$ cat src/rtl/prbs_gen_pkg.sv
package prbs_gen_pkg;

    localparam int NUM_PAT  = 4;
    localparam int SEL_W    = $clog2(NUM_PAT);
    localparam int ZRUN_W   = 4;
    localparam int CAP_SHORT = 7;
    localparam int CAP_LONG  = 14;

    typedef enum logic [1:0] {
        ST_IDLE = 2'd0,
        ST_ARM  = 2'd1,
        ST_RUN  = 2'd2
    } gen_state_t;

    function automatic int pat_deg(input int idx);
        case (idx)
            0:       return 11;
            1:       return 15;
            2:       return 20;
            default: return 23;
        endcase
    endfunction

    function automatic int pat_tap(input int idx);
        case (idx)
            0:       return 9;
            1:       return 14;
            2:       return 3;
            default: return 18;
        endcase
    endfunction

    function automatic logic [ZRUN_W-1:0] zero_cap(input logic [SEL_W-1:0] sel);
        return (sel >= SEL_W'(2)) ? ZRUN_W'(CAP_LONG) : ZRUN_W'(CAP_SHORT);
    endfunction

endpackage

$ cat src/rtl/prbs_lfsr.sv
module prbs_lfsr #(
    parameter int DEG = 11,
    parameter int TAP = 9
) (
    input  logic clk,
    input  logic rst_n,
    input  logic seed,
    input  logic step,
    output logic out_bit
);

    logic [DEG-1:0] sreg;
    logic           fb;

    assign fb      = sreg[DEG-1] ^ sreg[TAP-1];
    assign out_bit = sreg[DEG-1];

    always_ff @(posedge clk or negedge rst_n) begin
        if (!rst_n) begin
            sreg <= '1;
        end else if (seed) begin
            sreg <= '1;
        end else if (step) begin
            sreg <= {sreg[DEG-2:0], fb};
        end
    end

endmodule

$ cat src/rtl/prbs_zero_limiter.sv
module prbs_zero_limiter
    import prbs_gen_pkg::*;
(
    input  logic             clk,
    input  logic             rst_n,
    input  logic             clr,
    input  logic             step,
    input  logic             enable,
    input  logic [SEL_W-1:0] sel,
    input  logic             raw_bit,
    output logic             out_bit
);

    logic [ZRUN_W-1:0] zrun;
    logic              force_one;

    assign force_one = enable && !raw_bit && (zrun >= zero_cap(sel));
    assign out_bit   = raw_bit | force_one;

    always_ff @(posedge clk or negedge rst_n) begin
        if (!rst_n) begin
            zrun <= '0;
        end else if (clr) begin
            zrun <= '0;
        end else if (step) begin
            if (out_bit) begin
                zrun <= '0;
            end else if (zrun != '1) begin
                zrun <= zrun + ZRUN_W'(1);
            end
        end
    end

endmodule

$ cat src/rtl/prbs_slot_guard.sv
module prbs_slot_guard (
    input  logic framed,
    input  logic e1_mode,
    input  logic cas_frame,
    input  logic frame_bit_mark,
    input  logic ts0_mark,
    input  logic ts16_mark,
    output logic protect
);

    logic e1_hit;
    logic t1_hit;

    assign e1_hit  = ts0_mark || (cas_frame && ts16_mark);
    assign t1_hit  = frame_bit_mark;
    assign protect = framed && (e1_mode ? e1_hit : t1_hit);

endmodule

$ cat src/rtl/prbs_gen_ctrl.sv
module prbs_gen_ctrl
    import prbs_gen_pkg::*;
(
    input  logic clk,
    input  logic rst_n,
    input  logic start,
    output logic seed,
    output logic running
);

    gen_state_t state;
    gen_state_t nxt;

    always_ff @(posedge clk or negedge rst_n) begin
        if (!rst_n) begin
            state <= ST_IDLE;
        end else begin
            state <= nxt;
        end
    end

    always_comb begin
        nxt = ST_IDLE;
        unique case (state)
            ST_IDLE: nxt = start ? ST_ARM : ST_IDLE;
            ST_ARM:  nxt = start ? ST_RUN : ST_IDLE;
            ST_RUN:  nxt = start ? ST_RUN : ST_IDLE;
            default: nxt = ST_IDLE;
        endcase
    end

    always_comb begin
        seed    = 1'b0;
        running = 1'b0;
        unique case (state)
            ST_IDLE: ;
            ST_ARM:  seed    = 1'b1;
            ST_RUN:  running = 1'b1;
            default: ;
        endcase
    end

endmodule

$ cat src/rtl/prbs_pattern_gen.sv
module prbs_pattern_gen
    import prbs_gen_pkg::*;
(
    input  logic             clk,
    input  logic             rst_n,
    input  logic             bit_en,
    input  logic             data_in,
    input  logic             frame_bit_mark,
    input  logic             ts0_mark,
    input  logic             ts16_mark,
    input  logic [SEL_W-1:0] pat_sel,
    input  logic             zero_lim,
    input  logic             framed,
    input  logic             e1_mode,
    input  logic             cas_frame,
    input  logic             start,
    output logic             data_out,
    output logic             ovr_valid
);

    logic               seed;
    logic               running;
    logic               protect;
    logic               adv;
    logic [NUM_PAT-1:0] lfsr_bits;
    logic               raw_bit;
    logic               lim_bit;

    prbs_gen_ctrl u_ctrl (
        .clk     (clk),
        .rst_n   (rst_n),
        .start   (start),
        .seed    (seed),
        .running (running)
    );

    prbs_slot_guard u_guard (
        .framed         (framed),
        .e1_mode        (e1_mode),
        .cas_frame      (cas_frame),
        .frame_bit_mark (frame_bit_mark),
        .ts0_mark       (ts0_mark),
        .ts16_mark      (ts16_mark),
        .protect        (protect)
    );

    assign adv = running && bit_en && !protect;

    for (genvar g = 0; g < NUM_PAT; g++) begin : g_seq
        logic step_g;
        assign step_g = adv && (int'(pat_sel) == g);
        prbs_lfsr #(
            .DEG (pat_deg(g)),
            .TAP (pat_tap(g))
        ) u_lfsr (
            .clk     (clk),
            .rst_n   (rst_n),
            .seed    (seed),
            .step    (step_g),
            .out_bit (lfsr_bits[g])
        );
    end

    assign raw_bit = lfsr_bits[pat_sel];

    prbs_zero_limiter u_zlim (
        .clk     (clk),
        .rst_n   (rst_n),
        .clr     (seed),
        .step    (adv),
        .enable  (zero_lim),
        .sel     (pat_sel),
        .raw_bit (raw_bit),
        .out_bit (lim_bit)
    );

    assign ovr_valid = adv;
    assign data_out  = adv ? lim_bit : data_in;

endmodule

$ cat config.mk
export PLATFORM = sky130hd
export DESIGN_NAME = prbs_pattern_gen
export DESIGN_NICKNAME = d
export VERILOG_FILES = /design/src/rtl/prbs_gen_pkg.sv /design/src/rtl/prbs_lfsr.sv /design/src/rtl/prbs_zero_limiter.sv /design/src/rtl/prbs_slot_guard.sv /design/src/rtl/prbs_gen_ctrl.sv /design/src/rtl/prbs_pattern_gen.sv
export SDC_FILE = /design/constraint.sdc
export NUM_CORES = 1
export LEC_CHECK = 0
export ABC_AREA = 1
export BUFFER_PORTS_ARGS = -buffer_cell sky130_fd_sc_hd__buf_2
export CAP_MARGIN = 5
export CORE_MARGIN = 2
export CORE_UTILIZATION = 35
export DETAILED_ROUTE_END_ITERATION = 8
export GPL_ROUTABILITY_DRIVEN = 0
export SYNTH_ARGS = -nofsm -noshare
export SYNTH_HDL_FRONTEND = slang
export SYNTH_HIERARCHICAL = 1
export SYNTH_SLANG_ARGS = --single-unit
$ cat constraint.sdc
create_clock -name clk -period 2.29 [get_ports clk]
set_input_delay 0 -clock clk [delete_from_list [all_inputs] [get_ports clk]]
set_output_delay 0 -clock clk [all_outputs]
set_load 0.005 [all_outputs]
[Yosys cells after proc, flatten, opt, wreduce, memory -nomap -nowiden]
Index checks and enable logic that the tools add are counted.
Cells by class
  add/sub/neg operators: 1
  reductions and logical operators: 23
  bitwise logic cells: 5
  order comparisons: 3
  equal/unequal tests: 6
  mux-type cells: 22
Operator list (count)
  two-way mux 23 bit: 2
  two-way mux 20 bit: 2
  two-way mux 15 bit: 2
  two-way mux 11 bit: 2
  two-way mux 4 bit: 5
  logical AND 1 bit: 10
  nonzero test 2 bit: 5
  == test 2 bit (second input constant): 3
  two-way mux 1 bit: 6
  adder 4 x 1 -> 4 bit (second input constant): 1
  == test 2 x 1 -> 1 bit (second input constant): 2
  greater-or-equal comparator 4 bit: 1
  logical NOT 2 bit: 2
  != test 4 bit (second input constant): 1
  one-hot mux 2 bit (2 select lines): 1
  XOR 1 bit: 4
  less-than comparator 2 x 3 -> 1 bit (second input constant): 1
  nonzero test 3 bit: 1
  binary-select mux 1 bit (select 2 bit): 1
  greater-or-equal comparator 2 bit (second input constant): 1
  logical NOT 1 bit: 2
  two-way mux 2 bit: 1
  AND reduction 2 bit: 1
  OR reduction 2 bit: 1
  other kinds (2): 2
Word-level totals
  input port bits: 14
  register bits after elaboration: 75
  output and inout bits: 2

[Logic depth before layout (Yosys ltp)]
  depth after elaboration: 9
  mapped depth: 11
  mapped depth without buffers: 11

[Modules after synthesis]
The synthesis kept the hierarchy.
By module, submodules not included
  prbs_lfsr (g_seq[3].u_lfsr): instances 1, area an instance 991.0 um2, sequential area each 604.3 um2, cells each 104
  prbs_lfsr (g_seq[2].u_lfsr): instances 1, area an instance 955.9 um2, sequential area each 525.5 um2, cells each 91
  prbs_lfsr (g_seq[1].u_lfsr): instances 1, area an instance 671.9 um2, sequential area each 394.1 um2, cells each 69
  prbs_lfsr (g_seq[0].u_lfsr): instances 1, area an instance 460.4 um2, sequential area each 289.0 um2, cells each 50
  prbs_zero_limiter: instances 1, area an instance 364.1 um2, sequential area each 100.1 um2, cells each 51
  prbs_gen_ctrl: instances 1, area an instance 125.1 um2, sequential area each 50.0 um2, cells each 12
  prbs_pattern_gen: instances 1, area an instance 98.8 um2, sequential area each 0.0 um2, cells each 26
  prbs_slot_guard: instances 1, area an instance 27.5 um2, sequential area each 0.0 um2, cells each 7

[Least setup slack after synthesis]
No wires, ideal clock.
  kind: register to register
  start: reg u_ctrl.state[1]
  end: reg g_seq[2].u_lfsr.sreg[18]
  setup slack: 0.814 ns
  arrival time: 1.398 ns
  cell stages (with the launch flop): 8
  library setup time: 0.078 ns
  cells stage by stage: dfrtp_1 -> inv_1 -> ha_1 -> buf_6 -> inv_6 -> buf_6 -> nand3_1 -> nand2_1
Between the ends
  elaborated cells on any way between the ends: 9
RTL lines
  from (decl): RTL line prbs_gen_ctrl.sv:11  | gen_state_t state;
  from (signal assigned): RTL line prbs_gen_ctrl.sv:18  | state <= nxt;
  == test 2 x 1 -> 1 bit (*): RTL line prbs_gen_ctrl.sv:35  | unique case (state)
  two-way mux 1 bit (*): RTL line prbs_gen_ctrl.sv:35
  net seed: RTL line prbs_pattern_gen.sv:21  | logic seed;
  two-way mux 20 bit / nonzero test 2 bit (equally long branches)
  to (signal assigned): RTL line prbs_lfsr.sv:24  | sreg <= {sreg[DEG-2:0], fb};
  to (decl): RTL line prbs_lfsr.sv:12  | logic [DEG-1:0] sreg;
The timed path passes the listed nets; every way through them passes the cells marked *.
A chain may end at the register's enable or synchronous reset.

[Worst setup path after layout]
  start: reg u_zlim.zrun[0]
  end: out data_out
Between the ends
  longest elaborated chain between the ends: 4
Ends and longest elaborated chain
  from (decl): RTL line prbs_zero_limiter.sv:14  | logic [ZRUN_W-1:0] zrun;
  from (signal assigned): RTL line prbs_zero_limiter.sv:29  | zrun <= zrun + ZRUN_W'(1);
  greater-or-equal comparator 4 bit: RTL line prbs_zero_limiter.sv:17  | assign force_one = enable && !raw_bit && (zrun >= zero_cap(sel));
  logical AND 1 bit: RTL line prbs_zero_limiter.sv:17
  OR 1 bit: RTL line prbs_zero_limiter.sv:18  | assign out_bit = raw_bit | force_one;
  net lim_bit: RTL line prbs_pattern_gen.sv:27  | logic lim_bit;
  two-way mux 1 bit: RTL line prbs_pattern_gen.sv:78  | assign data_out = adv ? lim_bit : data_in;
  to (decl): RTL line prbs_pattern_gen.sv:17  | output logic data_out,
The timed path passes the listed nets, and every way through them passes these cells.

==> results.cfg <==
[outcome]
status = finished, final reports clean

[logic_synthesis]
synth.distinct_cells = 26
yosysSeqAreaShare_pct = 53.13
syn_area_per_cell_um2 = 9.012
syn-num-nets = 431
synth_top_area_share_pct = 49.07
ys_warn_count = 6
yosys-top-cells-area = dfstp_2 49%, nand2_1 13%, nand3_1 6.1%
synth.cell_area_um2 = 3695
synthCells = 410
ys_seq_elements = 75
yosys.area.top_type = dfstp_2

[floorplan]
rows = 37
die_area_um2 = 11390
core-area_um2 = 10280
die_w_um = 106.7
ios = 16
initial_core_util_pct = 35.95
dieHeight_um = 106.7

[critical_path]
start_kind = register
path_cells = inv_1 > ha_1 > inv_1 > nand2_1 > nand2_1 > nand2_2 > a21oi_1 > inv_1 > nand2_1 > nand2_1 > buf_2
crit_buf_inv = 4
path_class = register to output pin
cp-end-kind = output pin
crit_path_max_fanout = 5
crit_slowest_cell = dfrtp_1
max_stage_delay_ns = 0.43
cp_top_family = flip-flops
crit_path_frequent_cell = nand2_1
worstPathArrival_ns = 1.83
required_ns = 2.29

[sta]
rsz0062_at_grt = no
max_freq_ghz = 0.5475
setup_tns_ns = 0
period_share_pct = 79.75
clock_skew_ns = 0.006232
slew_viol_final = 0
setup_viol = 0
fin_crit_ns = 1.826
fin_hold_ws_ns = 0.03404
max_slew_margin_pct = 61.28
worst_slew_pin_slew_ns = 0.5808
hold_viol_final = 0

[clock_tree]
clockBufferDepth = 2
root_buffer = clkbuf_8
clock_sinks = 75
clock_latency_ns = 0.34
cts_tree = yes
clkTransAtPathRegs_ns = 0.08
cts_setup_buffers = 0
post_cts_resized = 0
htree_levels = 3
numCtsBuffers = 9
cts_hold_buf = 2

[detailed_routing]
route.detailed.drc = 0
drt-total-wl_mm = 6.438
ant_nets = 0
firstDrtPassIters = 7
route.detailed.wl_per_inst_um = 11.26
drtIter0Drc = 161
viasPerCell = 4.594
num_vias = 2628

[finish]
layout.nets = 452
area_growth_pct = 10.16
drive_gt1_share_pct = 34.40
layout.cells.most_common_list = 126 x nand2_1, 69 x dfstp_2, 45 x nand3_1
final_common_cell = nand2_1
num_antenna_cells = 0

[hold_path]
worstHoldPathType = input port to register

[global_routing]
use_met1_pct = 16.18
met3_usage_pct = 2.736
grt_util_met2_pct = 19.52
grt_first_pass_wirelength_mm = 11.24
grt_pass1_vias = 2523
grt_busiest_layer = met2
grt_max_degree = 33
grt_overflow = 0
grt.total_usage_pct = 12.25
antenna_found_initial = 0

[power]
power_density_nw_per_um2 = 965.0
ir_drop_uv = 416.2
leakage_uw = 0.001891

[run]
maxCapViolations = 0

[place]
post-dp-hpwl_mm = 4.305
portBuffers = 15
metrics by stage:
step	setup slack [ns]	std cells	utilization, %	area [um^2]	power (uW)
global route	0.3136	572	39.60	4070	4209
floorplan	0.8143	410	-	3695	2724
global placement	0.6013	554	37.44	3847	2903
CTS	0.4483	572	39.60	4070	3985
detailed placement	0.5763	554	37.44	3847	2938
finish	0.4636	572	39.60	4070	3928
per-layer routing:
| metal | vias up | wire length [um] |
|---|---|---|
| li1 | 1353 | - |
| met1 | 1236 | 3268 |
| met2 | 31 | 2883 |
| met3 | 8 | 176 |
| met4 | 0 | 109 |
| met5 | - | 0 |
tightest hold or removal path, delay by kind of cell:
family                 cells  cell delay [ns]
buffers and inverters      1             0.12
AND/OR/NAND/NOR            2             0.12
AO/OA/AOI/OAI              1             0.10
logic make-up (layout without fill, tap and decap cells):
group / after synthesis / count (layout) / share of synthesized area, %
and+or+nand+nor: 200 / 200 / 23.40
DFF: 75 / 75 / 53.13
AOI/OAI and AO/OA: 65 / 65 / 10.84
buffers and inverters: 61 / 87 / 9.787
adders and majority gates: 7 / 7 / 2.370
xor gates and xnor gates: 2 / 2 / 0.4742
layout make-up:
type,count,area (um^2)
Clock buffer,10,137.6
Clock inverter,6,65.06
Fill cell,1050,6207
Inverter,45,181.4
Multi-Input combinational cell,274,1378
Sequential cell,75,1963
Tap cell,136,170.2
Timing Repair Buffer,26,175.2
path summary, 6_finish.rpt:
kind | slack [ns] | end | cells past startpoint | from
hold reg to reg | 0.48 | g_seq[3].u_lfsr/sreg[16]$_DFFE_PN1P_ | 2 | g_seq[3].u_lfsr/sreg[15]$_DFFE_PN1P_
setup reg to reg | 0.57 | g_seq[2].u_lfsr/sreg[17]$_DFFE_PN1P_ | 8 | u_ctrl/state[0]$_DFF_PN0_
min in group asynchronous | 0.09 | u_zlim/zrun[3]$_DFFE_PN0P_ | 2 | rst_n
max in group asynchronous | 1.43 | g_seq[3].u_lfsr/sreg[22]$_DFFE_PN1P_ | 3 | rst_n
hold / removal | 0.03 | u_zlim/zrun[0]$_DFFE_PN0P_ | 4 | zero_lim
setup / recovery | 0.46 | data_out | 11 | u_zlim/zrun[0]$_DFFE_PN0P_
cells in the mapped netlist:
library cell and instances:
inv_1 36, a21oi_1 18, nand3_4 1, nor2_2 1
nand4_1 2, dfrtp_1 6, xor2_1 2, nor2_1 17
inv_4 3, nand3_1 45, a21oi_2 13, buf_6 12
nand3b_1 1, inv_6 1, buf_4 2, nand2_1 126
o21ai_0 6, dfstp_2 69, inv_2 5, ha_1 7
o21ai_2 7, nand2_4 3, or2_2 1, o21ai_1 21
buf_8 2, nand2_2 3
state kept, by name, summed over array words and instances (netlist names):
signal / count
g_seq.u_lfsr/sreg: 69
u_ctrl/state: 2
u_zlim/zrun: 4
where the power goes:
| part | internal, uW | switching, uW |
|---|---|---|
| combinational | 335 | 560 |
| clock | 533 | 482 |
| sequential | 1840 | 181 |
| total | 2710 | 1220 |
Note: power is estimated with default switching activity, not from simulation.
